[src/rtl/rx_flow_pkg.sv]
package rx_flow_pkg;

  // Compare results handed from the datapath to the control FSM
  typedef struct packed {
    logic reachHalt;    // count at or above the halt level
    logic reachResume;  // count at or below the resume level
  } thrStrobe_t;

  typedef enum logic {
    FLOW_RUN  = 1'b0,
    FLOW_HOLD = 1'b1
  } flowState_t;

endpackage

[src/rtl/rx_flow_thresh_dp.sv]
module rx_flow_thresh_dp
  import rx_flow_pkg::*;
#(
  parameter int CNT_W     = 7,
  parameter int NIB_W     = 4,
  parameter int STEP_LOG2 = 2
) (
  input  logic                 clk,
  input  logic                 rstN,
  input  logic                 wrEn,
  input  logic [2*NIB_W-1:0]   wrData,
  input  logic                 extEnable,
  input  logic                 modemSel,
  input  logic [CNT_W-1:0]     rxCount,
  output logic [2*NIB_W-1:0]   ctrlValue,
  output thrStrobe_t           strobe
);

  localparam int REG_W = 2 * NIB_W;
  localparam int LVL_W = NIB_W + STEP_LOG2;
  localparam int N_LVL = 2;   // index 0: halt, index 1: resume

  logic [REG_W-1:0] ctrlQ;
  logic             wrAllowed;
  logic [N_LVL-1:0][CNT_W-1:0] levelBytes;

  assign wrAllowed = wrEn & extEnable & modemSel;

  always_ff @(posedge clk) begin
    if (!rstN)          ctrlQ <= '0;
    else if (wrAllowed) ctrlQ <= wrData;
  end

  // Each code is scaled by the step size into a byte level
  for (genvar g = 0; g < N_LVL; g++) begin : gLevel
    logic [LVL_W-1:0] scaled;
    assign scaled        = {ctrlQ[g*NIB_W +: NIB_W], {STEP_LOG2{1'b0}}};
    assign levelBytes[g] = CNT_W'(scaled);
  end

  assign strobe.reachHalt   = (rxCount >= levelBytes[0]);
  assign strobe.reachResume = (rxCount <= levelBytes[1]);
  assign ctrlValue          = ctrlQ;

endmodule

[src/rtl/rx_flow_thresh_ctl.sv]
module rx_flow_thresh_ctl
  import rx_flow_pkg::*;
(
  input  logic       clk,
  input  logic       rstN,
  input  logic       flowEn,
  input  thrStrobe_t strobe,
  output logic       haltReq,
  output logic       stopPulse,
  output logic       resumePulse
);

  flowState_t stateQ, stateD;
  logic       stopD, resumeD;
  logic       stopQ, resumeQ;

  always_comb begin
    stateD  = stateQ;
    stopD   = 1'b0;
    resumeD = 1'b0;
    if (!flowEn) begin
      stateD = FLOW_RUN;
    end else begin
      case (stateQ)
        FLOW_RUN: if (strobe.reachHalt) begin
          stateD = FLOW_HOLD;
          stopD  = 1'b1;
        end
        FLOW_HOLD: if (strobe.reachResume) begin
          stateD  = FLOW_RUN;
          resumeD = 1'b1;
        end
        default: stateD = FLOW_RUN;
      endcase
    end
  end

  always_ff @(posedge clk) begin
    if (!rstN) begin
      stateQ  <= FLOW_RUN;
      stopQ   <= 1'b0;
      resumeQ <= 1'b0;
    end else begin
      stateQ  <= stateD;
      stopQ   <= stopD;
      resumeQ <= resumeD;
    end
  end

  assign haltReq     = (stateQ == FLOW_HOLD);
  assign stopPulse   = stopQ;
  assign resumePulse = resumeQ;

endmodule

[src/rtl/rx_flow_gate.sv]
module rx_flow_gate
  import rx_flow_pkg::*;
#(
  parameter int CNT_W     = 7,
  parameter int NIB_W     = 4,
  parameter int STEP_LOG2 = 2
) (
  input  logic                 clk,
  input  logic                 rstN,
  input  logic                 wrEn,
  input  logic [2*NIB_W-1:0]   wrData,
  input  logic                 extEnable,
  input  logic                 modemSel,
  input  logic [CNT_W-1:0]     rxCount,
  input  logic                 flowEn,
  output logic [2*NIB_W-1:0]   ctrlValue,
  output logic                 haltReq,
  output logic                 stopPulse,
  output logic                 resumePulse
);

  thrStrobe_t strobe;

  rx_flow_thresh_dp #(
    .CNT_W(CNT_W), .NIB_W(NIB_W), .STEP_LOG2(STEP_LOG2)
  ) uDp (
    .clk(clk), .rstN(rstN), .wrEn(wrEn), .wrData(wrData),
    .extEnable(extEnable), .modemSel(modemSel), .rxCount(rxCount),
    .ctrlValue(ctrlValue), .strobe(strobe)
  );

  rx_flow_thresh_ctl uCtl (
    .clk(clk), .rstN(rstN), .flowEn(flowEn), .strobe(strobe),
    .haltReq(haltReq), .stopPulse(stopPulse), .resumePulse(resumePulse)
  );

endmodule

[config.mk]
export PLATFORM = sky130hd
export DESIGN_NAME = rx_flow_gate
export DESIGN_NICKNAME = d
export VERILOG_FILES = /design/src/rtl/rx_flow_pkg.sv /design/src/rtl/rx_flow_thresh_dp.sv /design/src/rtl/rx_flow_thresh_ctl.sv /design/src/rtl/rx_flow_gate.sv
export SDC_FILE = /design/constraint.sdc
export NUM_CORES = 1
export LEC_CHECK = 0
export ABC_AREA = 1
export BUFFER_PORTS_ARGS = -buffer_cell sky130_fd_sc_hd__buf_4
export CAP_MARGIN = 25
export CORE_MARGIN = 2
export CORE_UTILIZATION = 46
export DETAILED_ROUTE_END_ITERATION = 7
export GPL_ROUTABILITY_DRIVEN = 0
export HOLD_SLACK_MARGIN = 0.02
export PLACE_DENSITY = 0.81
export SYNTH_ARGS = -nofsm -noshare
export SYNTH_HDL_FRONTEND = slang
export SYNTH_SLANG_ARGS = --single-unit
[constraint.sdc]
create_clock -name clk -period 3 [get_ports clk]
set_clock_uncertainty 0.15 [all_clocks]
set_input_delay 0.3 -clock clk [delete_from_list [all_inputs] [get_ports clk]]
set_output_delay 0.3 -clock clk [all_outputs]
set_load 0.1 [all_outputs]
==> Word-level counts from Yosys, hierarchy flattened <==
Index checks and enable logic that the tools add are counted.
{ "totals": {"ramBits": 0, "ff_bits": 11, "word_cells": 18, "mem_count": 0, "inputBits": 21, "output_inout_bits": 11, "latch_bits": 0, "romBits": 0} }
{ "classes": {"n_reduce_logical": 3, "n_mul": 0, "n_addsub": 0, "n_lt_le_gt_ge": 2, "eq_ne": 0, "shift": 0, "n_bitwise": 5, "n_div": 0, "n_mux": 4} }
{ "ops": {"columns": ["operator", "n"], "rows": [
  ["$ge A7 B6 Y1", 1],
  ["$le A7 B6 Y1", 1],
  ["$mux W1", 3],
  ["$not A1 Y1", 3],
  ["$reduce_and A3 Y1", 1],
  ["$reduce_or A3 Y1", 1],
  ["$and A1 B1 Y1", 2],
  ["$pmux W1 S2", 1],
  ["$reduce_and A2 Y1", 1]
]} }

==> Depth between registers and ports, before layout <==
Gate-level depths: netlist of run 1.
{ "logic_depth": {"word_depth": 3, "mapped_depth": 8, "ltp_nobuf": 8} }

==> Cells and area by module <==
From an unflattened synthesis of run 1, not the netlist that was laid out.
{ "hier_totals": {"hier_cells": 94, "area_unflattened_um2": 639.4} }
{ "by_module_without_submodules": {"columns": ["mod", "area_each_um2", "n_inst", "seq_area_each_um2", "cells_per_inst"], "rows": [
  ["rx_flow_thresh_dp", 550.5, 1, 160.2, 84],
  ["rx_flow_thresh_ctl", 88.8, 1, 60.1, 10]
]} }

==> Worst setup path after synthesis of run 1 <==
No wires, ideal clock.
{ "synth_timing": {"path_kind": "reg-to-reg", "from": "reg uDp.ctrlQ[7], in the netlist uDp.ctrlValue[7]", "to": "reg uCtl.stateQ, in the netlist uCtl.haltReq", "n_path_buf": 0, "arrival_time_ns": 1.753, "required_ns": 2.737, "period_less_slack_ns": 2.017, "path_slack_ns": 0.983, "setup_time_ns": 0.113, "path_stages_with_launch": 8, "path_cell_list": "dfxtp_1 > inv_1 > ha_1 > inv_1 > nor2_1 > nand4_1 > nand3_1 > nand2_1"} }
{ "synth_between": {"elab_chain_cells": 3} }
{ "synth_lines": {"columns": ["element", "line_no", "text"], "rows": [
  ["from (decl)", "rx_flow_thresh_dp.sv:23", "logic [REG_W-1:0] ctrlQ;"],
  ["from (signal assigned)", "rx_flow_thresh_dp.sv:31", "else if (wrAllowed) ctrlQ <= wrData;"],
  ["$le A7 B6 Y1", "rx_flow_thresh_dp.sv:42", "assign strobe.reachResume = (rxCount <= levelBytes[1]);"],
  ["$mux W1", "rx_flow_thresh_ctl.sv:29", "FLOW_HOLD: if (strobe.reachResume) begin"],
  ["$pmux W1 S2", "rx_flow_thresh_ctl.sv:24", "case (stateQ)"],
  ["to (signal assigned)", "rx_flow_thresh_ctl.sv:44", "stateQ <= stateD;"],
  ["to (decl)", "rx_flow_thresh_ctl.sv:13", "flowState_t stateQ, stateD;"]
]} }
Every way passes these cells.
A chain may end at the register's enable or synchronous reset.

==> Final worst setup path of run 1 <==
{ "layout_timing": {"from": "reg uDp.ctrlQ[7], in the netlist uDp.ctrlValue[7]", "to": "reg uCtl.resumeQ, in the netlist uCtl.resumePulse"} }
{ "layout_between": {"elab_chain_cells": 2} }
{ "layout_lines": {"columns": ["element", "line_no", "text"], "rows": [
  ["$le A7 B6 Y1", "rx_flow_thresh_dp.sv:42", null],
  ["$mux W1", "rx_flow_thresh_ctl.sv:29", null],
  ["to (signal assigned)", "rx_flow_thresh_ctl.sv:46", "resumeQ <= resumeD;"],
  ["to (decl)", "rx_flow_thresh_ctl.sv:15", "logic stopQ, resumeQ;"]
]} }
Every way passes these cells.

==> results.yml, run 1 <==
floorplanning:
  die_w_um: 40.4
  core_um2: 1270
  die-area_um2: 1630
  rows: 13
  die_y_um: 40.4
  io_pins: 32
  start_util_pct: 48.0
clock_tree:
  cts-root-buf: "clkbuf_4"
  cts-htree-levels: 1
  postCtsSetupRepairBufs: 0
  cts_hold_buf: 0
  cts.sink_count: 11
  clock_tree.buffer_depth: 2
  cts_resized: 0
  cts_tree: "done"
  cts_made_buffers: 3
  clkTransAtPathRegs_ns: 0.08
  clkLatencyLatePin_ns: 0.28
critical_path:
  cp_cell_sequence: "inv_1 -> ha_1 -> inv_1 -> nor2_1 -> nand4_1 -> a21oi_1"
  cp_num_buf_inv: 2
  worstSetupStartpoint: "uDp.ctrlValue[7]"
  path_max_fanout: 2
  slowest_stage: "dfxtp_1"
  crit_path_max_incr_delay_ns: 0.36
  worstSetupPathType: "reg2reg"
  critPathTopFamily: "flip-flops"
  critPathMostFrequentCell: "inv_1"
  r2r_start: "uDp.ctrlValue[7]"
  cp-start-kind: "flop"
  worstPathRequired_ns: 3.04
  crit_arrival_ns: 1.48
  end_kind: "flop"
  rrSetupSlack_ns: 1.56
yosys:
  syn-cell-area_um2: 609
  yosys.area.top_type: "dfxtp_1"
  async_flop_share_pct: 0
  synth_cell_types: 15
  avgSynthCellArea_um2: 7.34
  syn_nets: 112
  synth_top_flop_cell: "dfxtp_1"
  yosysMostFrequentCell: "inv_1"
  syn_inst: 83
  synth-edff-count: 0
  ys_warn_count: 0
  ys_top_cells_by_count: "inv_1 (17), nand2_1 (14), dfxtp_1 (11)"
  synth.area.top_cells: "dfxtp_1 (36%), ha_1 (16%), inv_1 (10%), nand2_1 (8.6%), a21oi_1 (7.4%)"
  synth-seq-cells: 11
  ys_seq_area_share_pct: 36.1
  synth_top_area_share_pct: 36.1
drt:
  vias_per_cell: 4.88
  vias: 639
  routedWlPerCell_um: 10.8
  drtIter0Drc: 20
  drtPass1Iterations: 4
  drt-total-wl_um: 1420
  ant_nets: 0
  drc: 0
cells_and_area:
  multi_input_area_um2: 313
  diodes: 0
  design_area_um2: 876
  regArea_um2: 220
  fin_nets: 146
  drive_above_1_share_pct: 31.9
  nFillCells: 113
  area_growth_syn_to_layout_pct: 43.7
timing:
  fin_crit_ns: 1.44
  worst_pin_slew_ns: 0.283
  setup_viol: 0
  setup_tns_ns: 0
  rsz0062_at_grt: "no"
  finalHoldViolations: 0
  maxSlewViolCount: 0
  timing.hold.ws_ns: 0.149
  timing.final.crit_share_pct: 47.8
  fmax_mhz: 697
  relSlewSlack_pct: 81.3
pwr:
  vdd_drop_max_uv: 299
  p_leak_uw: 0.000458
  powerDensity_nw_per_um2: 452
job:
  drv_cap: 0
place:
  dpl.hpwl_um: 1170
  place_area_um2: 848
  io_buffer_count: 31
worst_hold_path:
  hp-start: "wrData[1]"
  hold_path.class: "in2reg"
grt:
  grt_overflow: 0
  grt_pass1_wl_um: 2310
  grtUsageMet2_pct: 36.1
  antenna_found_initial: 0
  use_met3_pct: 4.44
  grt.total_usage_pct: 20.9
  grt_pass1_vias: 578
  grt_max_degree: 17
  busiest_layer: "met2"
  use_met1_pct: 25.2
status:
  status: "completed"
==> worst reg2reg max path, cell delays in order (launching register included) <==
cell	delay, ns
dfxtp_1	0.36
inv_1	0.07
ha_1	0.29
inv_1	0.05
nor2_1	0.13
nand4_1	0.13
a21oi_1	0.18
==> worst paths after layout <==
check	to	cells past startpoint
worst min register to register	uDp.ctrlValue[0]	2
worst min-delay path	uDp.ctrlValue[1]	3
worst max register to register	uCtl.resumePulse	6
worst max-delay path	uCtl.resumePulse	6
==> registers in the layout, summed over array words and instances, names as in the netlist <==
register / cells
uCtl.stopPulse: 1
uCtl.haltReq: 1
uCtl.resumePulse: 1
uDp.ctrlValue: 8
==> where the power goes <==
group / switching (µW) / internal [µW]
Combinational: 91.2 / 42.1
Clock: 55.1 / 49.4
Sequential: 4.33 / 154
==> through the flow <==
| stage | total power (µW) | utilization (%) | std cells | worst slack (ns) |
|---|---|---|---|---|
| 6_report | 396 | 69.0 | 131 | 1.56 |
| 3_5_place_dp | 295 | 66.9 | 127 | 1.58 |
| 4_1_cts | 399 | 69.0 | 131 | 1.58 |
| 5_1_grt | 420 | 69.0 | 131 | 1.47 |
| 2_1_floorplan | 253 | - | 83 | 0.983 |
| 3_3_place_gp | 292 | 66.9 | 127 | 1.60 |
==> cells in the final DEF, fill, tap and decap left out <==
| cell | n |
|---|---|
| ha_1 | 8 |
| nor2_1 | 5 |
| nor3_1 | 1 |
| o21ai_0 | 8 |
| inv_1 | 17 |
| buf_4 | 31 |
| clkbuf_4 | 3 |
| nand3_2 | 1 |
| dfxtp_1 | 11 |
| a21oi_2 | 1 |
| nand2_1 | 14 |
| or2_1 | 1 |
| a21oi_1 | 9 |
| nand4_1 | 1 |
| nand3_1 | 4 |
| clkinv_2 | 1 |
==> final cells by class <==
cell class / count / area share [%]
well taps: 15 / 2.14
clock buffers: 3 / 2.57
inverters: 17 / 7.29
flip-flops and latches: 11 / 25.1
multi-input cells: 53 / 35.7
repair buffers: 31 / 26.6
clock inverters: 1 / 0.571
==> logic make-up after synthesis <==
family | synth area share (%)
simple gates | 19.5
buf+inv | 12.5
compound gates | 15.4
flops | 36.1
fa+ha+maj | 16.4
==> routing by layer <==
| layer | part of all wire, % | vias up |
|---|---|---|
| met5 | 0 | - |
| met3 | 3.5 | 0 |
| met2 | 55 | 16 |
| li1 | - | 332 |
| met1 | 41 | 291 |
| met4 | 0 | 0 |
Note: power is estimated with default switching activity, not from simulation.
==> inputs of run 2 (changes only) <==
CORE_ASPECT_RATIO = 1.1   (was unset)
CORE_UTILIZATION = 38   (was 46)
PLACE_DENSITY = 0.72   (was 0.81)
clock period = 1.2 ns   (was 3 ns; I/O delays follow)
==> results.yml, run 2 (synthesis results as in run 1) <==
status:
  status: "finished, violations left"
  violations: "setup timing"
drt:
  ant_nets: 0
  vias: 719
  routedWlPerCell_um: 10.6
  drc: 0
  vias_per_cell: 4.76
  drtIter0Drc: 0
  drtPass1Iterations: 1
  drt-total-wl_um: 1600
cells_and_area:
  diodes: 0
  drive_above_1_share_pct: 53.0
  layout_commonest_cell: "buf_4"
  largest_reg_flops: 8
  area_growth_syn_to_layout_pct: 91.8
  fin_nets: 164
  layout_common_cells: "buf_4 (38), nand2_1 (14), dlygate4sd3_1 (10)"
critical_path:
  rrSetupSlack_ns: -0.09
  worstPathRequired_ns: 1.21
  path_max_fanout: 2
  cp-start-kind: "flop"
  worstSetupPathType: "reg2reg"
  r2r_start: "uDp.ctrlValue[7]"
  timing.rr.end: "uCtl.haltReq"
  crit_arrival_ns: 1.31
  reg2reg_depth: 7
  end_kind: "flop"
timing:
  fin_crit_ns: 1.29
  setup_tns_ns: -0.225
  finalHoldViolations: 0
  worst_pin_slew_ns: 0.268
  rsz0062_at_grt: "yes"
  timing.hold.ws_ns: 0.0436
  fmax_mhz: 773
  maxSlewViolCount: 0
  setup_viol: 3
  finalWorstSetupSlack_ns: -0.0942
  timing.final.crit_share_pct: 108
  relSlewSlack_pct: 82.1
pwr:
  powerDensity_nw_per_um2: 913
  vdd_drop_max_uv: 535
  p_leak_uw: 0.000548
grt:
  grt_max_degree: 17
  use_met1_pct: 19.7
  grt_pass1_vias: 653
  busiest_layer: "met2"
  grt.total_usage_pct: 17.1
  use_met3_pct: 2.38
  grt_overflow: 0
  grtUsageMet2_pct: 32.6
  antenna_found_initial: 0
  grt_pass1_wl_um: 2530
floorplanning:
  core_um2: 1540
  rows: 15
  die_y_um: 46
  die-area_um2: 1940
  io_pins: 32
  start_util_pct: 39.6
  die_w_um: 42.2
worst_hold_path:
  hp-start: "rxCount[1]"
  hold_end: "uCtl.resumePulse"
  hold_path.class: "in2reg"
  holdPathStages: 4
clock_tree:
  cts-root-buf: "clkbuf_4"
  cts-htree-levels: 1
  clock_tree.buffer_depth: 2
  cts_made_buffers: 3
  cts.sink_count: 11
  clkLatencyLatePin_ns: 0.27
  clkTransAtPathRegs_ns: 0.07
  cts_tree: "done"
job:
  drv_cap: 0
place:
  dpl.hpwl_um: 1170
  pre_cts_ws_ns: -0.107
  io_buffer_count: 31
-- run 2: cell types whose count changed in the layout (fill, tap and decap cells not counted), sizes merged --
cell         before  now
buf              31   39
clkbuf            3    4
clkinv            1    0
dlygate4sd3       0   10
-- run 2: cell type report --
cell class,count,area (µm²)
Multi-Input combinational cell,53,398
Fill cell,116,370
Tap cell,17,21.3
Clock buffer,4,26.3
Inverter,17,68.8
Timing Repair Buffer,49,405
Sequential cell,11,249
-- run 2: worst max path at each step --
| stage | cells after the start | slack [ns] | endpoint | startpoint |
|---|---|---|---|---|
| after floorplan | 7 | -0.27 | uCtl.haltReq | uDp.ctrlValue[7] |
| after CTS | 7 | -0.09 | uCtl.haltReq | uDp.ctrlValue[7] |
| after detailed placement | 8 | -0.11 | uCtl.haltReq | uDp.ctrlValue[5] |
| final | 7 | -0.09 | uCtl.haltReq | uDp.ctrlValue[7] |
| after global routing | 8 | -0.15 | uCtl.haltReq | uDp.ctrlValue[3] |
| after global placement | 8 | -0.08 | uCtl.haltReq | uDp.ctrlValue[5] |
-- run 2: power by group --
| group | internal, µW | total [µW] | switching, µW |
|---|---|---|---|
| Combinational | 163 | 417 | 254 |
| Clock | 129 | 256 | 128 |
| Sequential | 379 | 393 | 14.4 |
| Total | 671 | 1070 | 396 |
-- run 2: layer usage --
layer	vias up	wire length [µm]
met5	-	0
met4	0	12
met3	2	70
met2	21	864
met1	326	652
li1	370	-
-- run 2: what timing repair did --
action,in CTS,in global routing
endpoints found under the hold margin,9,0
setup buffers,2,1
pin swaps,6,3
setup endpoints to repair,3,6
hold buffers,10,0
resized for setup,7,1
-- run 2: worst max-delay path, cell delays in order, from the launching register on --
cell     delay (ns)
dfxtp_4        0.36
inv_4          0.04
ha_4           0.26
inv_2          0.04
nor2_4         0.08
nand4_1        0.12
nand3_1        0.09
nand2_1        0.05
-- run 2: through the flow --
| stage | utilization, % | cell area [µm²] | std cells | power, µW |
|---|---|---|---|---|
| 2_1_floorplan | - | 701 | 83 | 649 |
| 3_3_place_gp | 63.7 | 980 | 134 | 761 |
| 3_5_place_dp | 63.7 | 980 | 134 | 770 |
| 4_1_cts | 75.1 | 1160 | 150 | 1070 |
| 5_1_grt | 75.9 | 1170 | 151 | 1120 |
| 6_report | 75.9 | 1170 | 151 | 1070 |
